## src/rtl/tmr_pkg.sv

```systemverilog
package tmr_pkg;
  typedef enum logic [1:0] {
    TM_OFF = 2'b00,
    TM_PWM = 2'b01,
    TM_CAP = 2'b10,
    TM_EVT = 2'b11
  } tmr_mode_e;

  localparam logic [1:0] SEL_MODE  = 2'd0;
  localparam logic [1:0] SEL_PER   = 2'd1;
  localparam logic [1:0] SEL_WID   = 2'd2;
  localparam logic [1:0] SEL_CNT   = 2'd3;
  localparam logic [1:0] SEL_RUN   = 2'd0;
  localparam logic [1:0] SEL_FLAG  = 2'd1;
endpackage

```

## src/rtl/tmr_edge_sync.sv

```systemverilog
module tmr_edge_sync (
  input  logic clk,
  input  logic rst_n,
  input  logic pin,
  output logic rise,
  output logic fall
);
  logic [2:0] sh_q;
  logic [2:0] sh_d;

  always_comb begin
    sh_d = {sh_q[1:0], pin};
  end

  always_ff @(posedge clk or negedge rst_n) begin
    if (!rst_n) sh_q <= '0;
    else        sh_q <= sh_d;
  end

  assign rise = sh_q[1] & ~sh_q[2];
  assign fall = ~sh_q[1] & sh_q[2];
endmodule

```

## src/rtl/tmr_channel.sv

```systemverilog
module tmr_channel
  import tmr_pkg::*;
#(
  parameter int CW = 32
) (
  input  logic          clk,
  input  logic          rst_n,
  input  logic          run,
  input  logic          rise,
  input  logic          fall,
  input  logic          mode_we,
  input  logic          per_we,
  input  logic          wid_we,
  input  logic [CW-1:0] wdata,
  output logic [1:0]    mode,
  output logic [CW-1:0] period,
  output logic [CW-1:0] width,
  output logic [CW-1:0] count,
  output logic          evt,
  output logic          pout,
  output logic          poe
);
  tmr_mode_e     mode_q, mode_d;
  logic [CW-1:0] per_q, per_d;
  logic [CW-1:0] wid_q, wid_d;
  logic [CW-1:0] cnt_q, cnt_d;
  logic [CW-1:0] cnt_inc;
  logic          active;
  logic          per_ld, wid_ld;

  assign active  = run && (mode_q != TM_OFF);
  assign cnt_inc = cnt_q + {{(CW-1){1'b0}}, 1'b1};

  always_comb begin
    mode_d = mode_q;
    per_d  = per_q;
    wid_d  = wid_q;
    cnt_d  = cnt_q;
    evt    = 1'b0;
    per_ld = per_we;
    wid_ld = wid_we;
    if (per_we) per_d = wdata;
    if (wid_we) wid_d = wdata;
    if (!active) begin
      cnt_d = '0;
    end else begin
      unique case (mode_q)
        TM_PWM: begin
          if (cnt_q >= per_q) begin
            cnt_d = '0;
            evt   = 1'b1;
          end else begin
            cnt_d = cnt_inc;
          end
        end
        TM_CAP: begin
          cnt_d = cnt_inc;
          if (rise) begin
            per_d  = cnt_q;
            per_ld = 1'b1;
            cnt_d  = '0;
          end
          if (fall) begin
            wid_d  = cnt_q;
            wid_ld = 1'b1;
            evt    = 1'b1;
          end
        end
        TM_EVT: begin
          if (rise) begin
            if (cnt_inc >= per_q) begin
              cnt_d = '0;
              evt   = 1'b1;
            end else begin
              cnt_d = cnt_inc;
            end
          end
        end
        default: cnt_d = '0;
      endcase
    end
    if (mode_we) begin
      mode_d = tmr_mode_e'(wdata[1:0]);
      cnt_d  = '0;
    end
  end

  always_ff @(posedge clk or negedge rst_n) begin
    if (!rst_n) begin
      mode_q <= TM_OFF;
      per_q  <= '0;
      wid_q  <= '0;
      cnt_q  <= '0;
    end else begin
      if (mode_we) mode_q <= mode_d;
      if (per_ld)  per_q  <= per_d;
      if (wid_ld)  wid_q  <= wid_d;
      cnt_q <= cnt_d;
    end
  end

  assign mode   = mode_q;
  assign period = per_q;
  assign width  = wid_q;
  assign count  = cnt_q;
  assign poe    = run && (mode_q == TM_PWM);
  assign pout   = poe && (cnt_q < wid_q);
endmodule

```

## src/rtl/multimode_timer.sv

```systemverilog
module multimode_timer
  import tmr_pkg::*;
#(
  parameter int NCH = 3,
  parameter int CW  = 32,
  localparam int CH_AW = $clog2(NCH + 1),
  localparam int AW    = CH_AW + 2
) (
  input  logic           clk,
  input  logic           rst_n,
  input  logic           reg_we,
  input  logic [AW-1:0]  reg_addr,
  input  logic [CW-1:0]  reg_wdata,
  output logic [CW-1:0]  reg_rdata,
  input  logic [NCH-1:0] pin_in,
  output logic [NCH-1:0] pin_out,
  output logic [NCH-1:0] pin_oe,
  output logic [NCH-1:0] irq
);
  logic [CH_AW-1:0] ch_f;
  logic [1:0]       sel_f;
  logic             glb_hit;
  logic [NCH-1:0]   run_q, run_d;
  logic [NCH-1:0]   flag_q, flag_d;
  logic [NCH-1:0]   evt_w, rise_w, fall_w;
  logic [NCH-1:0][1:0]    mode_w;
  logic [NCH-1:0][CW-1:0] per_w, wid_w, cnt_w;

  assign ch_f    = reg_addr[AW-1:2];
  assign sel_f   = reg_addr[1:0];
  assign glb_hit = (ch_f == CH_AW'(NCH));

  for (genvar i = 0; i < NCH; i++) begin : g_ch
    logic hit;
    assign hit = reg_we && (ch_f == CH_AW'(i));

    tmr_edge_sync u_sync (
      .clk  (clk),
      .rst_n(rst_n),
      .pin  (pin_in[i]),
      .rise (rise_w[i]),
      .fall (fall_w[i])
    );

    tmr_channel #(.CW(CW)) u_chan (
      .clk    (clk),
      .rst_n  (rst_n),
      .run    (run_q[i]),
      .rise   (rise_w[i]),
      .fall   (fall_w[i]),
      .mode_we(hit && (sel_f == SEL_MODE)),
      .per_we (hit && (sel_f == SEL_PER)),
      .wid_we (hit && (sel_f == SEL_WID)),
      .wdata  (reg_wdata),
      .mode   (mode_w[i]),
      .period (per_w[i]),
      .width  (wid_w[i]),
      .count  (cnt_w[i]),
      .evt    (evt_w[i]),
      .pout   (pin_out[i]),
      .poe    (pin_oe[i])
    );
  end

  always_comb begin
    run_d  = run_q;
    flag_d = flag_q;
    if (reg_we && glb_hit && (sel_f == SEL_RUN))  run_d  = reg_wdata[NCH-1:0];
    if (reg_we && glb_hit && (sel_f == SEL_FLAG)) flag_d = flag_q & ~reg_wdata[NCH-1:0];
    flag_d = flag_d | evt_w;
  end

  always_ff @(posedge clk or negedge rst_n) begin
    if (!rst_n) begin
      run_q  <= '0;
      flag_q <= '0;
    end else begin
      run_q  <= run_d;
      flag_q <= flag_d;
    end
  end

  always_comb begin
    reg_rdata = '0;
    if (glb_hit) begin
      if (sel_f == SEL_RUN)  reg_rdata = CW'(run_q);
      if (sel_f == SEL_FLAG) reg_rdata = CW'(flag_q);
    end else begin
      for (int i = 0; i < NCH; i++) begin
        if (ch_f == CH_AW'(i)) begin
          unique case (sel_f)
            SEL_MODE: reg_rdata = CW'(mode_w[i]);
            SEL_PER:  reg_rdata = per_w[i];
            SEL_WID:  reg_rdata = wid_w[i];
            default:  reg_rdata = cnt_w[i];
          endcase
        end
      end
    end
  end

  assign irq = flag_q;
endmodule

```

## config.mk

```make
export PLATFORM = sky130hd
export DESIGN_NAME = multimode_timer
export DESIGN_NICKNAME = d
export VERILOG_FILES = /design/src/rtl/tmr_pkg.sv /design/src/rtl/tmr_edge_sync.sv /design/src/rtl/tmr_channel.sv /design/src/rtl/multimode_timer.sv
export SDC_FILE = /design/constraint.sdc
export NUM_CORES = 1
export LEC_CHECK = 0
export BUFFER_PORTS_ARGS = -buffer_cell sky130_fd_sc_hd__buf_2
export CORE_ASPECT_RATIO = 0.75
export CORE_MARGIN = 3
export CORE_UTILIZATION = 64
export CTS_CLUSTER_DIAMETER = 60
export DETAILED_ROUTE_END_ITERATION = 7
export PLACE_DENSITY_LB_ADDON = 0.12
export SYNTH_ARGS = -nofsm -noshare
export SYNTH_HDL_FRONTEND = slang
export SYNTH_SLANG_ARGS = --single-unit
export TNS_END_PERCENT = 100
```

## constraint.sdc

```tcl
create_clock -name clk -period 4.48 [get_ports clk]
set_input_delay 1.12 -clock clk [delete_from_list [all_inputs] [get_ports clk]]
set_output_delay 1.12 -clock clk [all_outputs]
set_load 0.05 [all_outputs]
```

==> reports/qor.txt <==
Status -> finished clean
Area of the core -> 0.0376 mm^2
Setup violators final -> 0
Diodes inserted -> 0
Int Pwr -> 7.22 mW
Area growth syn-to-layout -> 12.0%
Clk pwr share -> 0.254
CP max-delay cell -> dfrtp_1
Pleak -> 13.8 nW
Crit path DAT -> 3260 ps
Filler cells -> 2790
CTS Root Cell -> clkbuf_16
Die span in x -> 233 um
Final Hold Viols -> 0
HP Class -> reg -> reg
CP required -> 3360 ps
Setup repair after global routing missed its margin -> true
Clk pin slew, worst setup/hold paths -> 60 ps
Storage element area -> 0.00774 mm^2
Worst Tran Pin Value -> 1310 ps
Net switching power -> 4.83 mW
Multi-input logic area -> 0.0158 mm^2
Critical path cell sequence -> buf_4 > ha_1 > a21o_1 > a21o_1 > a21oi_1 > o21ai_0 > a221oi_1 > o21ai_1 > a21oi_1 > buf_4
DRC -> 0
Detailed Route WL -> 81.0 mm
Crit Path Class -> reg -> out
Register bit total from synthesis -> 309
Antenna violations before repair -> 2
Via count -> 23200
Post-synthesis async set-or-reset flop share -> 1.00
GRT Overall Usage -> 0.395
Post-synth EDFFs -> 0
Drt pass-1 iters -> 6
Post-synth net total -> 3274
# rows -> 61
Seq pwr share -> 0.366
Gpl congestion -> 0.955
VDD IR max -> 0.343 mV
Vias per std cell -> 6.54
Hold_buf cts -> 0
Fmax achieved -> 229 MHz
IO Pins -> 83
Switching share of power -> 0.401
Fin crit share -> 0.977
CP endpoint kind -> primary output
HPWL Detailed -> 59.4 mm
First-pass GRT wire length -> 127 mm
Top delay family on crit path -> compound AO/OA/AOI/OAI gates
Pwr Density -> 435 mW/mm^2
Chip height -> 176 um
Ys Warns -> 0
Antenna viol nets, final -> 0
Initial DRC Count -> 2720
Worst Path Max Fanout -> 8
Cells after Synth -> 2944
Min Tclk post-route -> 4380 ps
Worst slew margin -> 0.125
Full die area -> 0.0411 mm^2
Max-cap viol count -> 0
Avg Cell Area, Syn -> 8.41 um^2
Initial Utilization -> 0.658
Synth Flop Type -> dfrtp_1
Clock Sinks -> 309
Crit start category -> flop
Skew-Pair Late Insertion Delay -> 540 ps
Critical Path Max Stage Delay -> 410 ps
Seq/Total Area, Yosys -> 0.312
TritonCTS Buffers -> 37
Ratio of cells with drive above 1 in the final layout -> 0.129
Syn Std Cell Area -> 0.0247 mm^2
WL/cell -> 22.9 um
Combinational power share -> 0.380
Clock skew -> 22.1 ps
Total gr overflow -> 0
Final slew viol count -> 0
Nets -> 3341
Setup TNS -> 0 ps
Largest net degree at the start of global routing -> 98
CTS max path bufs -> 3
H-Tree Depth -> 2
Port Buf Inserts -> 82
Distinct cell type count of the synthesized netlist -> 70
Finished Core Util -> 0.737
CTS tree -> done
Worst path bufs/invs -> 2
Number of global-route vias before repair -> 22100
[layer usage]
layer  vias to the layer above  part of all wire  GRT usage
met1                     11200              0.44      0.581
met5                         -           0.00016          0
met3                       185              0.10     0.0758
met4                         2             0.037      0.139
met2                      1189              0.42      0.580
li1                      10600                 -          -
[power groups by stage]
stage | clock [mW] | combinational [mW] | sequential (mW)
detailed placement | 0 | 4.41 | 4.42
finish | 3.07 | 4.58 | 4.41
global route | 3.20 | 5.13 | 4.52
floorplan | 0 | 3.16 | 4.22
CTS | 3.08 | 4.47 | 4.38
global placement | 0 | 4.23 | 4.38
[area by class of cell]
type                            instances  share of cell area
Clock buffer                           55              0.0399
Clock inverter                          9             0.00366
Inverter                              206              0.0279
Multi-Input combinational cell       2236               0.569
Sequential cell                       309               0.279
Tap cell                              504              0.0227
Timing Repair Buffer                  221              0.0581
[layout by cell type, fill, tap and decap left out, types with 53 or more instances in the layout]
cell type	count
o22ai_1	53
o21ai_0	237
nand4_1	53
nor2_1	188
inv_1	204
a21oi_1	209
a21o_1	75
buf_2	77
nand2_1	373
ha_1	287
buf_4	131
mux2i_1	226
dfrtp_1	305
[repair_timing]
action                                  4_1_cts  5_1_grt
buffers inserted                              0        7
cloned                                        0        1
pin swaps                                     1       11
resized for setup                             9       33
endpoints found under the setup margin       33       65
[cell families (layout without fill, tap and decap cells)]
family	Yosys count	count (layout)	share of synthesized area
adders and majority gates	288	288	0.146
AOI/OAI and AO/OA	766	766	0.191
xor gates and xnor gates	56	56	0.0198
muxes	241	241	0.101
buffers and inverters	399	491	0.0637
and+or+nand+nor	885	885	0.167
DFF	309	309	0.312
[through the flow]
step | power [mW] | cells | cell area, um^2 | hold WS [ps] | setup slack [ps]
after global placement | 8.61 | 3468 | 26300 | 332 | 8.15
after floorplan | 7.38 | 2944 | 24900 | 331 | 84.6
after global routing | 12.9 | 3540 | 27700 | 370 | -33.6
final | 12.1 | 3540 | 27700 | 350 | 104
after CTS | 11.9 | 3532 | 27500 | 353 | 2.62
after detailed placement | 8.84 | 3468 | 26300 | 340 | -292
[synthesized netlist by cell type, types with 31 or more instances]
master | count | area share
nand4_1 | 53 | 0.013
clkbuf_1 | 139 | 0.021
buf_2 | 31 | 0.0063
mux2i_1 | 226 | 0.091
ha_1 | 288 | 0.15
dfrtp_1 | 309 | 0.31
nor2b_1 | 33 | 0.0083
a21o_1 | 75 | 0.023
a21oi_1 | 211 | 0.043
o21ai_0 | 244 | 0.049
nor2_1 | 197 | 0.030
o22ai_1 | 53 | 0.013
a221oi_1 | 43 | 0.015
nand3_1 | 40 | 0.0081
or2_2 | 38 | 0.0096
inv_1 | 204 | 0.031
nand2_1 | 373 | 0.057
[flip-flops by register name (all words and copies together), names as in the netlist]
signal	flops
irq	3
g_ch.u_chan.period	96
g_ch.u_chan.mode	6
g_ch.u_sync.sh_q	9
g_ch.u_chan.count	96
g_ch.u_chan.width	96
run_q	3
[worst paths after layout]
| path | depth (start not counted) | end | startpoint | slack, ps |
|---|---|---|---|---|
| max | 10 | pin_out[2] | g_ch[2].u_chan.count[9]$_DFFE_PN0P_ | 100 |
| min | 0 | g_ch[0].u_sync.sh_q[1]$_DFF_PN0_ | g_ch[0].u_sync.sh_q[0]$_DFF_PN0_ | 350 |
| max reg2reg | 18 | g_ch[0].u_chan.count[30]$_DFFE_PN0P_ | g_ch[0].u_chan.count[1]$_DFFE_PN0P_ | 150 |
| min reg2reg | 0 | g_ch[0].u_sync.sh_q[1]$_DFF_PN0_ | g_ch[0].u_sync.sh_q[0]$_DFF_PN0_ | 350 |
| max in group asynchronous | 2 | g_ch[1].u_chan.count[17]$_DFFE_PN0P_ | rst_n | 2960 |
| min in group asynchronous | 1 | g_ch[2].u_chan.count[4]$_DFFE_PN0P_ | rst_n | 500 |
Note: power is estimated with default switching activity, not from simulation.
